$ cat src/rtl/br_pkg.sv
package br_pkg;
  typedef enum logic [2:0] {
    CC_NZ = 3'd0,
    CC_Z  = 3'd1,
    CC_NC = 3'd2,
    CC_C  = 3'd3,
    CC_N  = 3'd4,
    CC_GE = 3'd5,
    CC_LT = 3'd6,
    CC_AL = 3'd7
  } cc_e;

  localparam int unsigned CC_COUNT = 8;

  // Predicate of one condition code on the four flags.
  function automatic logic cc_pred(input cc_e cc, input logic c, input logic z,
                                   input logic n, input logic v);
    logic r;
    unique case (cc)
      CC_NZ:   r = ~z;
      CC_Z:    r = z;
      CC_NC:   r = ~c;
      CC_C:    r = c;
      CC_N:    r = n;
      CC_GE:   r = ~(n ^ v);
      CC_LT:   r = n ^ v;
      default: r = 1'b1;
    endcase
    return r;
  endfunction
endpackage

$ cat src/rtl/br_cond_eval.sv
module br_cond_eval
  import br_pkg::*;
(
  input  logic [2:0] cond,
  input  logic       flag_c,
  input  logic       flag_z,
  input  logic       flag_n,
  input  logic       flag_v,
  output logic       hit
);
  logic [CC_COUNT-1:0] pred_vec;

  // One predicate per code, then a selection by the code.
  for (genvar g = 0; g < CC_COUNT; g++) begin : g_pred
    assign pred_vec[g] = cc_pred(cc_e'(g), flag_c, flag_z, flag_n, flag_v);
  end

  assign hit = pred_vec[cond];
endmodule

$ cat src/rtl/br_target_calc.sv
module br_target_calc #(
  parameter int unsigned PC_W  = 16,
  parameter int unsigned OFS_W = 10
) (
  input  logic [PC_W-1:0]  pc,
  input  logic [OFS_W-1:0] offset,
  output logic [PC_W-1:0]  seq_pc,
  output logic [PC_W-1:0]  jump_pc
);
  localparam int unsigned EXT_W = PC_W - OFS_W - 1;

  // Word displacement sign-extended and doubled into a byte displacement.
  function automatic logic [PC_W-1:0] byte_disp(input logic [OFS_W-1:0] ofs);
    return {{EXT_W{ofs[OFS_W-1]}}, ofs, 1'b0};
  endfunction

  assign seq_pc  = pc + PC_W'(2);
  assign jump_pc = seq_pc + byte_disp(offset);
endmodule

$ cat src/rtl/branch_resolver.sv
module branch_resolver #(
  parameter int unsigned PC_W  = 16,
  parameter int unsigned OFS_W = 10
) (
  input  logic             clk,
  input  logic             rst_n,
  input  logic             eval_en,
  input  logic [2:0]       cond,
  input  logic [OFS_W-1:0] offset,
  input  logic [PC_W-1:0]  pc,
  input  logic             flag_c,
  input  logic             flag_z,
  input  logic             flag_n,
  input  logic             flag_v,
  output logic             taken,
  output logic [PC_W-1:0]  next_pc
);
  logic            cond_hit;
  logic [PC_W-1:0] seq_pc;
  logic [PC_W-1:0] jump_pc;
  logic [PC_W-1:0] pc_sel;

  br_cond_eval u_cond (
    .cond   (cond),
    .flag_c (flag_c),
    .flag_z (flag_z),
    .flag_n (flag_n),
    .flag_v (flag_v),
    .hit    (cond_hit)
  );

  br_target_calc #(.PC_W(PC_W), .OFS_W(OFS_W)) u_tgt (
    .pc      (pc),
    .offset  (offset),
    .seq_pc  (seq_pc),
    .jump_pc (jump_pc)
  );

  assign pc_sel = cond_hit ? jump_pc : seq_pc;

  always_ff @(posedge clk or negedge rst_n) begin
    if (!rst_n) begin
      taken   <= 1'b0;
      next_pc <= '0;
    end else if (eval_en) begin
      taken   <= cond_hit;
      next_pc <= pc_sel;
    end
  end
endmodule

$ cat config.mk
export PLATFORM = sky130hd
export DESIGN_NAME = branch_resolver
export DESIGN_NICKNAME = d
export VERILOG_FILES = /design/src/rtl/br_pkg.sv /design/src/rtl/br_cond_eval.sv /design/src/rtl/br_target_calc.sv /design/src/rtl/branch_resolver.sv
export SDC_FILE = /design/constraint.sdc
export NUM_CORES = 1
export LEC_CHECK = 0
export BUFFER_PORTS_ARGS = -buffer_cell sky130_fd_sc_hd__buf_2
export CELL_PAD_IN_SITES_DETAIL_PLACEMENT = 1
export CELL_PAD_IN_SITES_GLOBAL_PLACEMENT = 1
export CORE_MARGIN = 8
export CORE_UTILIZATION = 35
export CTS_BUF_LIST = sky130_fd_sc_hd__clkbuf_8
export DETAILED_ROUTE_END_ITERATION = 10
export GPL_TIMING_DRIVEN = 0
export HOLD_SLACK_MARGIN = 0.08
export PLACE_DENSITY = 0.86
export SLEW_MARGIN = 10
export SYNTH_ARGS = -nofsm -noshare
export SYNTH_HDL_FRONTEND = slang
export SYNTH_SLANG_ARGS = --single-unit
$ cat constraint.sdc
create_clock -name clk -period 0.8 [get_ports clk]
set_clock_uncertainty 0.1 [all_clocks]
set_input_delay 0.24 -clock clk [delete_from_list [all_inputs] [get_ports clk]]
set_output_delay 0.24 -clock clk [all_outputs]
set_load 0.005 [all_outputs]
==> impl_metrics.csv, run 1 <==
group,metric,value,unit
yosys,yosysTopAreaCellShare,24.6,%
cells_and_area,final_cell_mix,"buf_4, buf_2, nor2_1",
grt,grt_pass1_vias,2364,
setup_path,reg2regPathDepth,4,
sta,finalHoldViolations,17,
routing,wirelength,9910,um
sta,fin_hold_ws,-0.201,ns
grt,antenna_found_initial,0,
setup_path,cp.required,0.87,ns
setup_path,cp_data_arrival_time,2.76,ns
routing,drt.antenna.violating_nets,0,
sta,setup_tns,-27.38,ns
pwr,cellPowerDensity,1460,nW/um^2
sta,worstMarginPinSlew,0.590,ns
floorplan,fp-row-count,25,
floorplan,die_h,86.3,um
sta,fmax,0.371,GHz
routing,drc,0,
yosys,ys_warn_count,0,
yosys,synth_cell_types,35,
pwr,seqPwrFrac,24.6,%
pwr,switchingPower,0.00187,W
grt,grt_max_degree,18,
pwr,clkPwrFrac,15.4,%
yosys,yosys.area.top_type,"dfrtp_1",
routing,avgRoutedWirePerCell,25.2,um
cts,clock_sinks,17,
floorplan,die_w,86.3,um
yosys,syn_area_per_cell,8.16,um^2
yosys,synthCells,212,
floorplan,start_util,36.4,%
place,place_congestion,0.853,
yosys,synth_area,1730,um^2
outcome,status,"complete, but fails checks",
sta,finalWorstSetupSlack,-1.89,ns
yosys,syn-num-nets,268,
cts,cts-root-buf,"clkbuf_8",
setup_path,worstSetupStartpointType,"input pin",
pwr,leakagePower,1.44,nW
sta,grt_setup_unrepaired,"true",
yosys,yosys_register_bits,17,
cells_and_area,layout_commonest_cell,"buf_4",
place,post-dp-hpwl,4640,um
hold_path,hp-class,"in2async",
routing,vias_per_cell,5.87,
grt,grt.met3_usage,3.88,%
cts,cts_tree,"yes",
cells_and_area,fin_nets,383,
yosys,synthTopCellsByArea,"dfrtp_1, ha_1, xnor2_1, a21oi_1, nor2_1",
sta,setup_viol,34,
pwr,power_frac_comb,60.0,%
floorplan,die-area,7450,um^2
setup_path,rrSetupSlack,-0.35,ns
sta,slew_headroom,60.6,%
routing,drt_first_iter_violations,107,
grt,grt_use_total,21.2,%
floorplan,core,4750,um^2
routing,via_count,2306,
grt,use_met1,22.6,%
cts,cts_buffers,3,
sta,final_max_slew_viol_count,0,
grt,grt_pass1_wl,12500,um
cts,clkLatencyLatePin,0.26,ns
cts,clk_pin_slew_worst_paths,0.08,ns
setup_path,path_max_fanout,3,
cts,htree_levels,1,
cells_and_area,area_delta_synth_final,81.0,%
grt,use_met2,39.8,%
sta,period_needed,2.69,ns
cells_and_area,diodes,0,
setup_path,worstSetupPathType,"in2reg",
pwr,p_sw_share,41.0,%
flow_run,maxCapViolCount,0,
setup_path,crit_path_end_kind,"flip-flop",
outcome,violations,"hold timing, setup timing",
grt,overflow,0,
floorplan,pin_count,53,
yosys,seq_area_frac_synth,24.6,%
cells_and_area,nFillCells,562,
sta,finalCritPeriodShare,337,%
yosys,async_reset_ff_share,100,%
cts,max-clock-path-buffers,2,
pwr,power,0.00456,W
yosys,synth_edf_count,0,
place,io_buffers,52,
routing,first_pass_iters,4,
yosys,synth_ff_type,"dfrtp_1",
cells_and_area,layout-drive-gt1-share,56.4,%
pwr,ir_drop,0.646,mV
grt,busiest_layer,"met2",
pwr,p_int,0.00269,W
## layout make-up
type	instances	area, um^2	area share (%)
clock buffers	3	41.3	1.32
well taps	67	83.8	2.68
inverters	10	42.5	1.36
clock inverters	1	3.75	0.120
plain buffers	5	30.0	0.960
repair buffers	110	792	25.3
flip-flops and latches	17	425	13.6
multi-input cells	180	1710	54.7
## worst paths after layout
kind	startpoint	end
min	rst_n	next_pc[2]
max reg2reg	next_pc[9]	next_pc[9]
max in group asynchronous	rst_n	taken
max	pc[6]	next_pc[13]
min reg2reg	next_pc[0]	next_pc[0]
min in group clk	pc[0]	next_pc[0]
## synthesized netlist by cell type, drive strengths merged, types with 4 or more instances
| cell | number |
|---|---|
| nand2 | 18 |
| ha | 19 |
| nor2 | 26 |
| clkbuf | 4 |
| a21oi | 23 |
| xnor2 | 18 |
| dfrtp | 17 |
| xor2 | 9 |
| o21ai | 12 |
| mux2i | 7 |
| nand3 | 6 |
| nand4 | 4 |
| inv | 10 |
| a21o | 5 |
## cell families after synthesis
kind of cell	Yosys count	synth area share, %
muxes	8	4.70
DFF	17	24.6
AOI/OAI and AO/OA	57	20.4
and+or+nand+nor	68	18.4
buffers and inverters	15	3.33
adders and majority gates	20	14.9
xor gates and xnor gates	27	13.7
## through the flow
stage	setup slack (ns)	util (%)	hold WS (ns)	instances	area, um^2
after floorplan	-1.72	-	-0.156	212	1850
final	-1.89	65.8	-0.201	393	3130
after global routing	-1.93	65.8	-0.170	393	3130
after CTS	-1.79	59.5	-0.188	377	2830
after global placement	-2.13	46.2	0.0766	331	2200
after detailed placement	-2.22	46.2	0.0782	331	2200
## state kept, by name (all words and copies together) (netlist names)
register,count
taken,1
next_pc,16
## critical path: stages
cell and delay (ns):
buf_6 0.07, and4_4 0.22, and3_4 0.23, buf_6 0.11, buf_6 0.10, nand2_4 0.05
xnor2_2 0.15, ha_1 0.32, o211ai_1 0.14, nor2_1 0.21, o211ai_1 0.16, a31oi_1 0.21
xor2_1 0.23, mux2i_1 0.12, a21oi_1 0.19
## per-layer routing
metal / vias up / wire length (um) / part of all wire, %
li1: 976 / - / -
met1: 1160 / 3570 / 36
met2: 129 / 5370 / 54
met3: 41 / 490 / 4.9
met4: 0 / 479 / 4.8
met5: - / 0 / 0
## power groups by stage
stage	clock network [W]	logic, W	registers, W
final	0.000701	0.00273	0.00112
after global routing	0.000731	0.00286	0.00113
after CTS	0.000624	0.00215	0.00109
after detailed placement	0	0.00155	0.00112
after global placement	0	0.00150	0.00111
after floorplan	0	0.000975	0.00112
## repair_timing
action | CTS | global route
resized for setup | 62 | 39
gates cloned | 1 | 0
pin swaps | 40 | 29
endpoints found under the setup margin | 34 | 34
endpoints found under the hold margin | 17 | 17
setup buffers | 41 | 16
No activity file was read; power rests on OpenSTA's default activity.
==> run 2, diff against run 1 <==
- MAX_ROUTING_LAYER: default -> met4
==> run 2 against run 1 <==
Compared with the run above:
- the flow still finishes with violations (hold timing, setup timing)
- hold slack got worse by 0.017 ns
- critical path depth decreased by 1
- total power increased by 6.5%
- first-iteration DRC count increased by 41%
- register-to-register slack improved by 0.05 ns
- routed wire length increased by 16%
- worst setup slack improved by 0.0076 ns
- die area unchanged
- fmax increased by 0.28%
- utilization increased by 4.8 points
- largest cell class unchanged
==> impl_metrics.csv, run 2 (synthesis gave the netlist of run 1 again) <==
group,metric,value,unit
cells_and_area,layout-drive-gt1-share,61.6,%
setup_path,worstSetupStartpointType,"input pin",
sta,fmax,0.372,GHz
outcome,violations,"hold timing, setup timing",
cts,cts_buffers,3,
floorplan,die_w,86.3,um
cells_and_area,layout_commonest_cell,"buf_4",
cells_and_area,largest_register_ffs,16,
flow_run,maxCapViolCount,0,
place,place_congestion,0.878,
pwr,cellPowerDensity,1450,nW/um^2
cells_and_area,top_register,"next_pc",
sta,finalHoldViolations,17,
setup_path,worstSetupPathType,"in2reg",
place,placed_cells,331,
setup_path,cpPeakStageDelay,0.29,ns
sta,worstMarginPinSlew,0.783,ns
sta,setup_tns,-27.65,ns
sta,final_max_slew_viol_count,0,
pwr,leakagePower,1.54,nW
cts,max-clock-path-buffers,2,
routing,wirelength,11500,um
hold_path,hp-class,"in2async",
cells_and_area,area_delta_synth_final,94.1,%
setup_path,slowest_stage,"ha_4",
setup_path,reg2regPathDepth,4,
cells_and_area,final_cell_mix,"buf_4, buf_2, nor2_1",
floorplan,fp-row-count,25,
cts,clkLatencyLatePin,0.27,ns
setup_path,crit_chain,"buf_6, and4_4, and3_4, nand3_4, buf_12, xnor2_4, ha_4, o211ai_1, nor2_1, o211ai_1, a31oi_2, xor2_1, mux2i_1, a21oi_1",
routing,first_pass_iters,4,
cts,cts-root-buf,"clkbuf_8",
place,post-dp-hpwl,4760,um
sta,period_needed,2.69,ns
setup_path,crit_path_end_kind,"flip-flop",
cells_and_area,fin_nets,393,
grt,overflow,0,
cts,clock_sinks,17,
sta,finalWorstSetupSlack,-1.89,ns
floorplan,pin_count,53,
sta,finalCritPeriodShare,336,%
place,dp_slack,-2.15,ns
routing,via_count,2420,
setup_path,rrSetupSlack,-0.30,ns
grt,grt_pass1_wl,13300,um
setup_path,path_common_cell,"o211ai_1",
routing,vias_per_cell,5.99,
grt,grt_max_degree,18,
cts,clk_pin_slew_worst_paths,0.08,ns
routing,drc,0,
setup_path,r2r-end,"next_pc[9]",
sta,setup_viol,34,
floorplan,start_util,36.4,%
sta,slew_headroom,47.8,%
grt,grt_pass1_vias,2442,
cells_and_area,reg.largest.list,"next_pc x16, taken x1",
routing,drt_first_iter_violations,151,
setup_path,critical_path.startpoint,"pc[5]",
routing,avgRoutedWirePerCell,28.5,um
cells_and_area,postLayoutCoreUtil,70.6,%
floorplan,die-area,7450,um^2
grt,grt_use_total,23.8,%
sta,fin_hold_ws,-0.217,ns
pwr,ir_drop,0.904,mV
outcome,status,"complete, but fails checks",
cts,htree_levels,1,
cells_and_area,final_cells,404,
setup_path,r2r_start,"next_pc[9]",
setup_path,cp.required,0.89,ns
routing,drt.antenna.violating_nets,0,
grt,antenna_found_initial,0,
setup_path,cp_data_arrival_time,2.78,ns
sta,grt_setup_unrepaired,"true",
cts,cts_tree,"yes",
setup_path,path_max_fanout,3,
place,io_buffers,52,
floorplan,core,4750,um^2
floorplan,die_h,86.3,um
-- run 2: cell count changes in the layout (fill, tap and decap cells not counted), moves of 3 or more --
cell,change
ha_4,+3
o21ai_2,+4
buf_4,+3
o21ai_1,-4
buf_6,+6
xnor2_1,-3
-- run 2: cell type report --
cell class	count	area [um^2]
fillers	504	1400
plain buffers	5	36.3
flip-flops and latches	17	425
diodes	1	2.50
multi-input cells	180	1830
clock buffers	3	41.3
clock inverters	1	5.00
well taps	67	83.8
inverters	10	42.5
repair buffers	120	895
-- run 2: repair_timing --
item,in CTS,in global routing
setup endpoints to repair,34,34
setup buffers,41,32
resized for setup,81,42
gates cloned,1,0
pin swaps,46,51
hold endpoints to repair,17,17
-- run 2: worst max path at each step --
| stage | end | slack, ns | cells after the start |
|---|---|---|---|
| 2_1_floorplan | next_pc[15] | -1.72 | 13 |
| 3_3_place_gp | next_pc[15] | -2.13 | 14 |
| 3_5_place_dp | next_pc[15] | -2.15 | 14 |
| 4_1_cts | next_pc[15] | -1.70 | 14 |
| 5_1_grt | next_pc[13] | -1.99 | 14 |
| 6_report | next_pc[13] | -1.89 | 14 |
-- run 2: per-layer routing --
layer,global-route usage [%],wire [um]
met4,11.3,726
met5,-,0
met1,24.4,4070
met3,5.48,856
met2,42.1,5850
-- run 2: through the flow --
stage	power [W]	cell area, um^2	hold WS (ns)
6_report	0.00485	3360	-0.217
5_1_grt	0.00500	3350	-0.190
4_1_cts	0.00395	2960	-0.204
3_5_place_dp	0.00268	2200	0.0773
3_3_place_gp	0.00261	2200	0.0747
2_1_floorplan	0.00210	1850	-0.156
-- run 2: worst max-delay path: cells and delay by family --
kind	cells	cell delay, ns
mux	1	0.12
fa+ha+maj	1	0.29
xor+xnor	2	0.37
compound gates	4	0.72
simple gates	4	0.79
buf+inv	2	0.24
-- run 2: power by group --
part           internal (W)  switching, W  total (W)
combinational       0.00146       0.00155    0.00301
clock              0.000349      0.000374   0.000723
sequential          0.00101      0.000108    0.00112
total               0.00282       0.00203    0.00485
==> run 3, diff against run 2 <==
- BUFFER_PORTS_ARGS: -buffer_cell sky130_fd_sc_hd__buf_2 -> default
- CORE_UTILIZATION: 35 -> 43
- DONT_BUFFER_PORTS: default -> 1
- PLACE_DENSITY: 0.86 -> 0.85
==> run 3 against run 2 <==
Compared with the run above:
- the flow still finishes with violations (hold timing, setup timing)
- global-route usage decreased by 3.4 points
- utilization decreased by 4.6 points
- first-iteration DRC count decreased by 48%
- sequential share of layout area increased by 3.7 points
- non-clock buffer count decreased by 88
- die area decreased by 15%
- total power decreased by 24%
- combinational power decreased by 38%
- routed wire length decreased by 37%
- critical endpoint is now next_pc[15]
- largest power group unchanged
==> impl_metrics.csv, run 3 (synthesis gave the netlist of run 1 again) <==
group,metric,value,unit
outcome,status,"complete, but fails checks",
outcome,violations,"hold timing, setup timing",
cells_and_area,fin_nets,305,
routing,vias_per_cell,5.94,
cells_and_area,layout-drive-gt1-share,41.5,%
pwr,p_int,0.00227,W
floorplan,fp-row-count,23,
cts,cts_hold_buf,1,
place,placed_cells,262,
pwr,switchingPower,0.00142,W
routing,drt.antenna.violating_nets,0,
cells_and_area,seqCellArea,425,um^2
setup_path,r2r_start,"next_pc[6]",
place,io_buffers,0,
setup_path,crit_path_end_kind,"flip-flop",
grt,overflow,0,
sta,fin_hold_ws,-0.179,ns
cells_and_area,diodes,0,
cells_and_area,nFillCells,415,
cts,cts_tree,"yes",
cells_and_area,layout_commonest_cell,"buf_4",
sta,grt_setup_unrepaired,"true",
routing,avgRoutedWirePerCell,24.2,um
cells_and_area,reg.largest.list,"next_pc x16, taken x1",
pwr,leakagePower,1.11,nW
cells_and_area,top_register,"next_pc",
setup_path,cp_num_buf_inv,1,
pwr,clkPwrFrac,17.6,%
cts,clkLatencyLatePin,0.25,ns
cts,clk_pin_slew_worst_paths,0.07,ns
sta,setup_viol,34,
cells_and_area,final_cell_mix,"buf_4, nor2_1, nand2_1, dfrtp_1, a21oi_1",
setup_path,worstSetupStartpointType,"input pin",
cells_and_area,largest_register_ffs,16,
setup_path,worstSetupPathType,"in2reg",
hold_path,hp-class,"in2async",
cts,clock_sinks,17,
sta,finalHoldViolations,17,
cells_and_area,multi_input_area,1730,um^2
routing,drt_first_iter_violations,79,
setup_path,rrSetupSlack,-0.08,ns
pwr,ir_drop,0.932,mV
place,dp_slack,-2.03,ns
sta,finalCritPeriodShare,317,%
cells_and_area,final_cells,298,
pwr,p_sw_share,38.4,%
setup_path,cp.required,0.86,ns
pwr,power_frac_comb,50.7,%
cts,cts-root-buf,"clkbuf_8",
pwr,seqPwrFrac,31.6,%
setup_path,cpPeakStageDelay,0.31,ns
grt,grt_pass1_wl,9710,um
cts,cts_buffers,3,
sta,final_max_slew_viol_count,0,
setup_path,slowest_stage,"a211o_1",
place,post-dp-hpwl,4440,um
grt,grt_pass1_vias,1936,
place,place_congestion,0.823,
cts,htree_levels,1,
setup_path,reg2regPathDepth,2,
sta,worstMarginPinSlew,0.553,ns
floorplan,start_util,43.9,%
floorplan,die_h,79.4,um
routing,wirelength,7210,um
setup_path,path_max_fanout,4,
grt,grt_max_degree,18,
grt,antenna_found_initial,0,
floorplan,die-area,6310,um^2
pwr,cellPowerDensity,1420,nW/um^2
grt,grt_use_total,20.4,%
routing,via_count,1771,
floorplan,core,3940,um^2
setup_path,crit_chain,"and4_4, and3_4, buf_4, nand4_1, xnor2_2, ha_2, a211o_1, a21oi_2, o21ai_1, o22ai_2, xnor2_2, a21oi_2, o31ai_2",
sta,fmax,0.395,GHz
routing,first_pass_iters,4,
sta,period_needed,2.53,ns
sta,finalWorstSetupSlack,-1.73,ns
sta,slew_headroom,63.1,%
floorplan,pin_count,53,
flow_run,maxCapViolCount,0,
setup_path,cp_data_arrival_time,2.59,ns
setup_path,crit_family,"compound AO/OA/AOI/OAI gates",
floorplan,die_w,79.4,um
cells_and_area,area_delta_synth_final,50.4,%
routing,drc,0,
setup_path,r2r-end,"next_pc[6]",
cts,max-clock-path-buffers,2,
## run 3: cell count changes in the layout (fill, tap and decap cells not counted), sizes merged
cell	delta
buf	-89
clkbuf	+1
clkinv	-1
diode	-1
inv	+1
## run 3: area by class of cell
class                           instances  area share, %
Buffer                                  5           1.30
Clock buffer                            3           1.59
Clock inverter                          1          0.144
Inverter                               10           1.54
Multi-Input combinational cell        180           66.7
Sequential cell                        17           16.4
Tap cell                               50           2.41
Timing Repair Buffer                   32           10.0
## run 3: how the worst max path moves through the flow
stage,start,endpoint,slack (ns),depth (start not counted)
4_1_cts,pc[6],next_pc[15],-1.61,13
2_1_floorplan,pc[6],next_pc[15],-1.72,13
6_report,pc[6],next_pc[15],-1.73,13
3_3_place_gp,pc[6],next_pc[15],-1.97,13
3_5_place_dp,pc[6],next_pc[15],-2.03,13
5_1_grt,pc[6],next_pc[15],-1.83,13
## run 3: stage by stage
| step | utilization, % | instance area (um^2) | hold WS (ns) | power [W] | TNS, ns |
|---|---|---|---|---|---|
| floorplan | - | 1850 | -0.156 | 0.00210 | -17.29 |
| global route | 66.0 | 2600 | -0.144 | 0.00387 | -22.41 |
| detailed placement | 48.6 | 1910 | -0.155 | 0.00240 | -21.57 |
| finish | 66.0 | 2600 | -0.179 | 0.00369 | -20.87 |
| CTS | 58.5 | 2310 | 0.0354 | 0.00333 | -26.18 |
| global placement | 48.6 | 1910 | -0.155 | 0.00233 | -20.54 |
## run 3: worst reg2reg max path, stage by stage (launching register included)
cell	delay, ns
dfrtp_1	0.41
nor2_1	0.15
a21oi_1	0.07
## run 3: power groups by stage
stage               Sequential, W  Clock [W]  Combinational, W
detailed placement        0.00118          0           0.00122
global route              0.00118   0.000677           0.00201
floorplan                 0.00112          0          0.000975
global placement          0.00117          0           0.00116
finish                    0.00117   0.000650           0.00187
CTS                       0.00116   0.000647           0.00152
## run 3: repair_timing
| action | in CTS | in global routing |
|---|---|---|
| endpoints found under the hold margin | 18 | 18 |
| resized for setup | 37 | 40 |
| setup endpoints to repair | 34 | 51 |
| pin swaps | 30 | 25 |
| buffers inserted | 19 | 11 |
| gates cloned | 1 | 0 |
## run 3: layer usage
layer  share of wire (%)  vias to the layer above  global-route usage (%)
met2                  55                       71                    37.3
met1                  35                      857                    20.4
li1                    -                      823                       -
met5                   0                        -                       -
met4                 2.2                        0                    4.07
met3                 7.6                       20                    7.32
